--- src/rtl/mprm_pkg.sv ---
package mprm_pkg;
  typedef enum logic {
    WAKE_ON_IDLE = 1'b0,
    WAKE_ON_ADDR = 1'b1
  } wake_mode_e;

  typedef struct packed {
    logic data_full;
    logic idle;
  } flag_set_t;
endpackage

--- src/rtl/mprm_wake_detect.sv ---
module mprm_wake_detect #(
  parameter int DATA_W = 8
) (
  input  logic              clk,
  input  logic              rst_n,
  input  logic              mute_q,
  input  logic              wake_mode,
  input  logic              rx_valid,
  input  logic [DATA_W-1:0] rx_data,
  input  logic              idle_det,
  output logic              wake_hit,
  output logic              addr_wake
);
  import mprm_pkg::*;
  localparam int MARK_BIT = DATA_W - 1;

  wake_mode_e mode;
  logic       mark_seen;
  logic       idle_wake;

  assign mode      = wake_mode_e'(wake_mode);
  assign mark_seen = rx_valid && rx_data[MARK_BIT];
  assign addr_wake = mute_q && (mode == WAKE_ON_ADDR) && mark_seen;
  assign idle_wake = mute_q && (mode == WAKE_ON_IDLE) && idle_det;
  assign wake_hit  = addr_wake || idle_wake;

  // a wake never comes from the event the mode does not select
  assert_wake_matches_mode_R6: assert property (@(posedge clk) disable iff (!rst_n)
    wake_hit |-> ((wake_mode && rx_valid) || (!wake_mode && idle_det)));
endmodule

--- src/rtl/mprm_mute_reg.sv ---
module mprm_mute_reg (
  input  logic clk,
  input  logic rst_n,
  input  logic sw_wr,
  input  logic sw_val,
  input  logic wake_hit,
  output logic mute_q
);
  logic mute_d;

  always_comb begin
    mute_d = mute_q;
    if (sw_wr)         mute_d = sw_val;
    else if (wake_hit) mute_d = 1'b0;
  end

  always_ff @(posedge clk or negedge rst_n) begin
    if (!rst_n) mute_q <= 1'b0;
    else        mute_q <= mute_d;
  end

  assert_set_mutes_R1: assert property (@(posedge clk) disable iff (!rst_n)
    (sw_wr && sw_val) |=> mute_q);
  assert_clear_unmutes_R7: assert property (@(posedge clk) disable iff (!rst_n)
    (sw_wr && !sw_val) |=> !mute_q);
  assert_set_beats_wake_R8: assert property (@(posedge clk) disable iff (!rst_n)
    (sw_wr && sw_val && wake_hit) |=> mute_q);
endmodule

--- src/rtl/mprm_flag_gate.sv ---
module mprm_flag_gate #(
  parameter int DATA_W = 8
) (
  input  logic              clk,
  input  logic              rst_n,
  input  logic              mute_q,
  input  logic              addr_wake,
  input  logic              rx_valid,
  input  logic [DATA_W-1:0] rx_data,
  input  logic              idle_det,
  input  logic              rdf_ie,
  input  logic              idle_ie,
  output mprm_pkg::flag_set_t sets,
  output logic [DATA_W-1:0] out_data,
  output logic              irq
);
  logic pass;

  assign pass           = !mute_q || addr_wake;
  assign sets.data_full = rx_valid && pass;
  assign sets.idle      = idle_det && !mute_q;
  assign out_data       = sets.data_full ? rx_data : '0;
  assign irq            = (sets.data_full && rdf_ie) || (sets.idle && idle_ie);

  assert_no_idle_flag_muted_R2: assert property (@(posedge clk) disable iff (!rst_n)
    mute_q |-> !sets.idle);
  assert_no_irq_muted_R3: assert property (@(posedge clk) disable iff (!rst_n)
    (mute_q && !addr_wake) |-> !irq);
endmodule

--- src/rtl/mprm_mute_ctrl.sv ---
module mprm_mute_ctrl #(
  parameter int DATA_W = 8
) (
  input  logic              clk,
  input  logic              rst_n,
  input  logic              rx_valid,
  input  logic [DATA_W-1:0] rx_data,
  input  logic              idle_det,
  input  logic              wake_mode,
  input  logic              mute_wr,
  input  logic              mute_wr_val,
  input  logic              rdf_ie,
  input  logic              idle_ie,
  output logic              muted,
  output logic              data_full_set,
  output logic [DATA_W-1:0] out_data,
  output logic              idle_set,
  output logic              irq
);
  localparam int TOP = DATA_W - 1;

  logic                wake_hit;
  logic                addr_wake;
  mprm_pkg::flag_set_t sets;

  mprm_wake_detect #(.DATA_W(DATA_W)) u_wake (
    .clk(clk), .rst_n(rst_n), .mute_q(muted), .wake_mode(wake_mode),
    .rx_valid(rx_valid), .rx_data(rx_data), .idle_det(idle_det),
    .wake_hit(wake_hit), .addr_wake(addr_wake)
  );

  mprm_mute_reg u_mute (
    .clk(clk), .rst_n(rst_n), .sw_wr(mute_wr), .sw_val(mute_wr_val),
    .wake_hit(wake_hit), .mute_q(muted)
  );

  mprm_flag_gate #(.DATA_W(DATA_W)) u_gate (
    .clk(clk), .rst_n(rst_n), .mute_q(muted), .addr_wake(addr_wake),
    .rx_valid(rx_valid), .rx_data(rx_data), .idle_det(idle_det),
    .rdf_ie(rdf_ie), .idle_ie(idle_ie), .sets(sets),
    .out_data(out_data), .irq(irq)
  );

  assign data_full_set = sets.data_full;
  assign idle_set      = sets.idle;

  assert_idle_wake_R4: assert property (@(posedge clk) disable iff (!rst_n)
    (muted && !wake_mode && idle_det && !mute_wr) |=> !muted);
  assert_idle_wake_no_flag_R4: assert property (@(posedge clk) disable iff (!rst_n)
    (muted && idle_det) |-> !idle_set);
  assert_addr_wake_R5: assert property (@(posedge clk) disable iff (!rst_n)
    (muted && wake_mode && rx_valid && rx_data[TOP] && !mute_wr) |=> !muted);
  assert_addr_frame_kept_R5: assert property (@(posedge clk) disable iff (!rst_n)
    (muted && wake_mode && rx_valid && rx_data[TOP]) |-> (data_full_set && out_data == rx_data));
  assert_muted_frame_dropped_R2: assert property (@(posedge clk) disable iff (!rst_n)
    (muted && !(wake_mode && rx_data[TOP])) |-> !data_full_set);
  assert_idle_ignored_addr_mode_R6: assert property (@(posedge clk) disable iff (!rst_n)
    (muted && wake_mode && idle_det && !rx_valid && !mute_wr) |=> muted);
  assert_unmuted_frame_R9: assert property (@(posedge clk) disable iff (!rst_n)
    (!muted && rx_valid) |-> data_full_set);
endmodule

--- config.mk ---
export PLATFORM = sky130hd
export DESIGN_NAME = mprm_mute_ctrl
export DESIGN_NICKNAME = d
export VERILOG_FILES = /design/src/rtl/mprm_pkg.sv /design/src/rtl/mprm_wake_detect.sv /design/src/rtl/mprm_mute_reg.sv /design/src/rtl/mprm_flag_gate.sv /design/src/rtl/mprm_mute_ctrl.sv
export SDC_FILE = /design/constraint.sdc
export NUM_CORES = 1
export LEC_CHECK = 0
export CAP_MARGIN = 0
export CORE_AREA = 2 2 39 41
export DETAILED_ROUTE_END_ITERATION = 10
export DIE_AREA = 0 0 41 43
export PLACE_DENSITY = 0.61
export SETUP_SLACK_MARGIN = 0.15
export SKIP_LAST_GASP = 1
export SYNTH_ARGS = -nofsm -noshare
export SYNTH_HDL_FRONTEND = slang
export SYNTH_HIERARCHICAL = 1
export SYNTH_SLANG_ARGS = --single-unit
--- constraint.sdc ---
create_clock -name clk -period 1.3 [get_ports clk]
set_input_delay 0.13 -clock clk [delete_from_list [all_inputs] [get_ports clk]]
set_output_delay 0.13 -clock clk [all_outputs]
set_load 0.05 [all_outputs]
* After elaboration in Yosys (flattened, before gate mapping)
Index checks and enable logic that the tools add are counted.
Operators by class: multiplexer cells 3, bitwise logic cells 1, reductions and logical operators 14
Operator list (number):
- $logic_and A1 B1 Y1 | 9
- $mux W8 | 1
- $logic_or A1 B1 Y1 | 3
- $mux W1 | 2
- $reduce_bool A2 Y1 | 1
- $logic_not A1 Y1 | 1
- $not A1 Y1 | 1
Word-level totals: register bits after elaboration 1, input bits 17, output and inout port bits 12

* Longest topological paths before layout
depth in word-level cells 6, mapped depth 4, mapped depth without buffers 4

* Hierarchy
The synthesis kept the hierarchy.
Modules (own cells, without submodules):
- mprm_flag_gate | times used 1, cells each 15, area each 100.1 um^2, seq. area each 0.0 um^2
- mprm_mute_reg | times used 1, cells each 3, area each 37.5 um^2, seq. area each 25.0 um^2
- mprm_wake_detect | times used 1, cells each 3, area each 23.8 um^2, seq. area each 0.0 um^2

* Least setup slack after synthesis
OpenSTA, ideal clock, no wires.
path type reg2out, start point register u_mute.mute_q, end point output port irq, arrival time 1.809 ns, setup slack -0.639 ns, stages on the path, launching flop included 2, buffers on the path 0, cell sequence dfrtp_1 > o21ai_0
Between the ends: longest elaborated chain between the ends 6, elaborated cells on any way between the ends 9, classes of those cells reduce/logical (9)
Ends and longest elaborated chain:
- start, declared | line mprm_mute_reg.sv:7 | output logic mute_q
- start signal, assigned | line mprm_mute_reg.sv:19 | else mute_q <= mute_d;
- $logic_and A1 B1 Y1 (2 in series) | line mprm_wake_detect.sv:23 | assign addr_wake = mute_q && (mode == WAKE_ON_ADDR) && mark_seen;
- $logic_or A1 B1 Y1 | line mprm_flag_gate.sv:19 | assign pass = !mute_q || addr_wake;
- $logic_and A1 B1 Y1 | line mprm_flag_gate.sv:20 | assign sets.data_full = rx_valid && pass;
- $logic_and A1 B1 Y1 | line mprm_flag_gate.sv:23 | assign irq = (sets.data_full && rdf_ie) || (sets.idle && idle_ie);
- $logic_or A1 B1 Y1 * | line mprm_flag_gate.sv:23
- end, declared | line mprm_mute_ctrl.sv:18 | output logic irq
Mark *: on every way between the ends. The rest lies on a longest branch, timed or not.

* Worst setup path after layout
start point register u_mute.mute_q, end point output port out_data[2]
Between the ends: longest elaborated chain between the ends 5, elaborated cells on any way between the ends 6, classes of those cells mux (1); reduce/logical (5)
Ends and longest elaborated chain:
- $logic_and A1 B1 Y1 (2 in series) | line mprm_wake_detect.sv:23
- named net addr_wake | line mprm_mute_ctrl.sv:23 | logic addr_wake;
- $logic_or A1 B1 Y1 | line mprm_flag_gate.sv:19
- $logic_and A1 B1 Y1 | line mprm_flag_gate.sv:20
- $mux W8 | line mprm_flag_gate.sv:22 | assign out_data = sets.data_full ? rx_data : '0;
- end, declared | line mprm_mute_ctrl.sv:16 | output logic [DATA_W-1:0] out_data,
The timed path passes the listed nets, and every way through them passes these cells.

==> results.yml <==
outcome:
  status: "finished clean"
placed_design:
  port_buffers: 28
  placedCellCount: 67
  gp_congestion: 0.598
timing:
  slew_viol_final: 0
  holdWs_ns: 0.281
  fmax_mhz: 855
  rsz0062_at_grt: "yes"
  worstMarginPinSlew_ns: 0.164
  min_period_over_period_pct: 89.9
  hold_viol: 0
  fin_skew_ns: 0
  final-setup-viol-count: 0
  finalCriticalPeriod_ns: 1.17
  slew_headroom_pct: 89.1
pwr:
  p_leak_nw: 0.275
  p_comb_share_pct: 90.1
  switching_share_pct: 42.7
  peakVddDrop_v: 0.000283
  p_sw_mw: 0.159
  p_int_mw: 0.214
  power-per-cell-area_nw_per_um2: 568
  p_seq_share_pct: 9.9
  p_clk_share_pct: 0
clock_tree:
  path_clk_slew_ns: 0
  cts_setup_buffers: 0
  cts_hold_buf: 0
  insertion_delay_ns: 0
global_route:
  grt-ovfl-total: 0
  grt_max_degree: 12
  grt_use_total_pct: 8.81
  grt_pass1_vias: 269
  grt_first_pass_wirelength_um: 1140
  grt_antenna_before_repair: 0
worst_setup_path:
  cp-startpoint: "u_mute/mute_q"
  crit_type: "register to primary output"
  crit_path_max_fanout: 5
  required_ns: 1.17
  critPathArrivalTime_ns: 1.04
  reg2reg_from: "u_mute/mute_q"
  start_kind: "register"
  end_kind: "primary output"
floorplan:
  die_w_um: 41
  die_area_um2: 1760
  start_util_pct: 11.7
  die_h_um: 43
  rows: 14
  ioPinCount: 29
  core_um2: 1380
detailed_routing:
  vias: 300
  firstDrtPassIters: 1
  final_antenna_net_count: 0
  routed_wl_um: 755
  routedWlPerCell_um: 11.1
  drc_errors: 0
  detail_route.vias_per_cell: 4.41
  drt_iter0_markers: 0
finish:
  stdcell_count: 68
  diodes: 0
  largest_reg_flops: 1
  layout-drive-gt1-share_pct: 63.5
  top_register: "u_mute/mute_q"
  fin_nets: 71
  areaGrowthSynthToFinish_pct: 307
  final_cell_mix: "buf_12 (12), clkdlybuf4s50_1 (10), and3_4 (8), dlygate4sd2_1 (3)"
  final_common_cell: "buf_12"
  largestRegisters: "u_mute/mute_q: 1 flops"
yosys:
  ys_types: 14
  synth.avg_cell_area_um2: 7.69
  yosysSeqAreaShare_pct: 15.5
  yosysWarningCount: 6
  synth_area_um2: 161
  synthCells: 21
  ys_ff_latch: 1
  syn_nets: 38
run:
  max_cap_violations: 0
worst_hold_path:
  hold_class: "input port to asynchronous set/reset pin"
-- final timing paths --
kind | end | slack (ns) | depth (start not counted)
max in group asynchronous | u_mute/mute_q | 0.91 | 1
worst min-delay path | u_mute/mute_q | 0.28 | 1
worst min register to register | u_mute/mute_q | 0.72 | 2
worst max register to register | u_mute/mute_q | 0.18 | 5
min in group clk | out_data[7] | 0.67 | 3
worst max-delay path | out_data[2] | 0.13 | 4
-- power groups by stage --
stage | Sequential, mW | Clock, mW | Combinational [mW]
after floorplan | 0.0517 | 0 | 0.139
after global placement | 0.0368 | 0 | 0.336
after detailed placement | 0.0370 | 0 | 0.337
after CTS | 0.0369 | 0 | 0.340
after global routing | 0.0370 | 0 | 0.352
final | 0.0369 | 0 | 0.336
-- final cells by class --
cell class                      instances  area, um^2
Fill cell                             131         727
Inverter                                1        3.75
Multi-Input combinational cell         19         194
Sequential cell                         1        26.3
Tap cell                               16        20.0
Timing Repair Buffer                   31         413
-- metrics by stage --
| stage | setup WS (ns) | util, % | area, um^2 | total power [mW] | setup TNS [ns] |
|---|---|---|---|---|---|
| global placement | -0.170 | 46.8 | 648 | 0.372 | -1.63 |
| floorplan | -0.125 | - | 210 | 0.191 | -1.08 |
| global route | 0.101 | 47.5 | 657 | 0.389 | 0 |
| detailed placement | -0.180 | 46.8 | 648 | 0.374 | -1.72 |
| CTS | 0.118 | 47.7 | 661 | 0.377 | 0 |
| finish | 0.131 | 47.5 | 657 | 0.373 | 0 |
-- cells in the mapped netlist (all sizes together) --
| library cell | number | area, um^2 |
|---|---|---|
| nand2b | 1 | 13.8 |
| nor2 | 1 | 3.75 |
| and3 | 8 | 50.1 |
| and2 | 1 | 6.26 |
| inv | 1 | 3.75 |
| a22oi | 1 | 7.51 |
| and2b | 1 | 7.51 |
| and4 | 1 | 11.3 |
| buf | 1 | 5.00 |
| a22o | 1 | 8.76 |
| o21ai | 1 | 5.00 |
| a31o | 1 | 8.76 |
| nand3 | 1 | 5.00 |
| dfrtp | 1 | 25.0 |
-- worst max-delay path, cell delays in order (launching register included) --
cell and delay (ns):
dfrtp_2 0.34, and4_4 0.22, nand2b_4 0.15, and3_4 0.20, buf_12 0.13
-- logic make-up (layout without fill, tap and decap cells) --
family	count (synthesis)	after routing	synth area share [%]
AOI/OAI and AO/OA	4	4	18.6
DFF	1	1	15.5
and+or+nand+nor	14	15	60.5
buffers and inverters	2	32	5.42
-- metal layers --
metal / part of all wire (%) / up-vias / global-route usage (%)
li1: - / 142 / -
met1: 33 / 131 / 10.8
met2: 47 / 27 / 15.3
met3: 20 / 0 / 2.62
met4: 0 / 0 / 0
met5: 0 / - / 0
-- timing repair --
item | in CTS | in global routing
setup endpoints to repair | 11 | 11
pin swaps | 3 | 3
cloned | 1 | 0
gates resized for setup | 9 | 5
(Power assumes the default switching activity.)
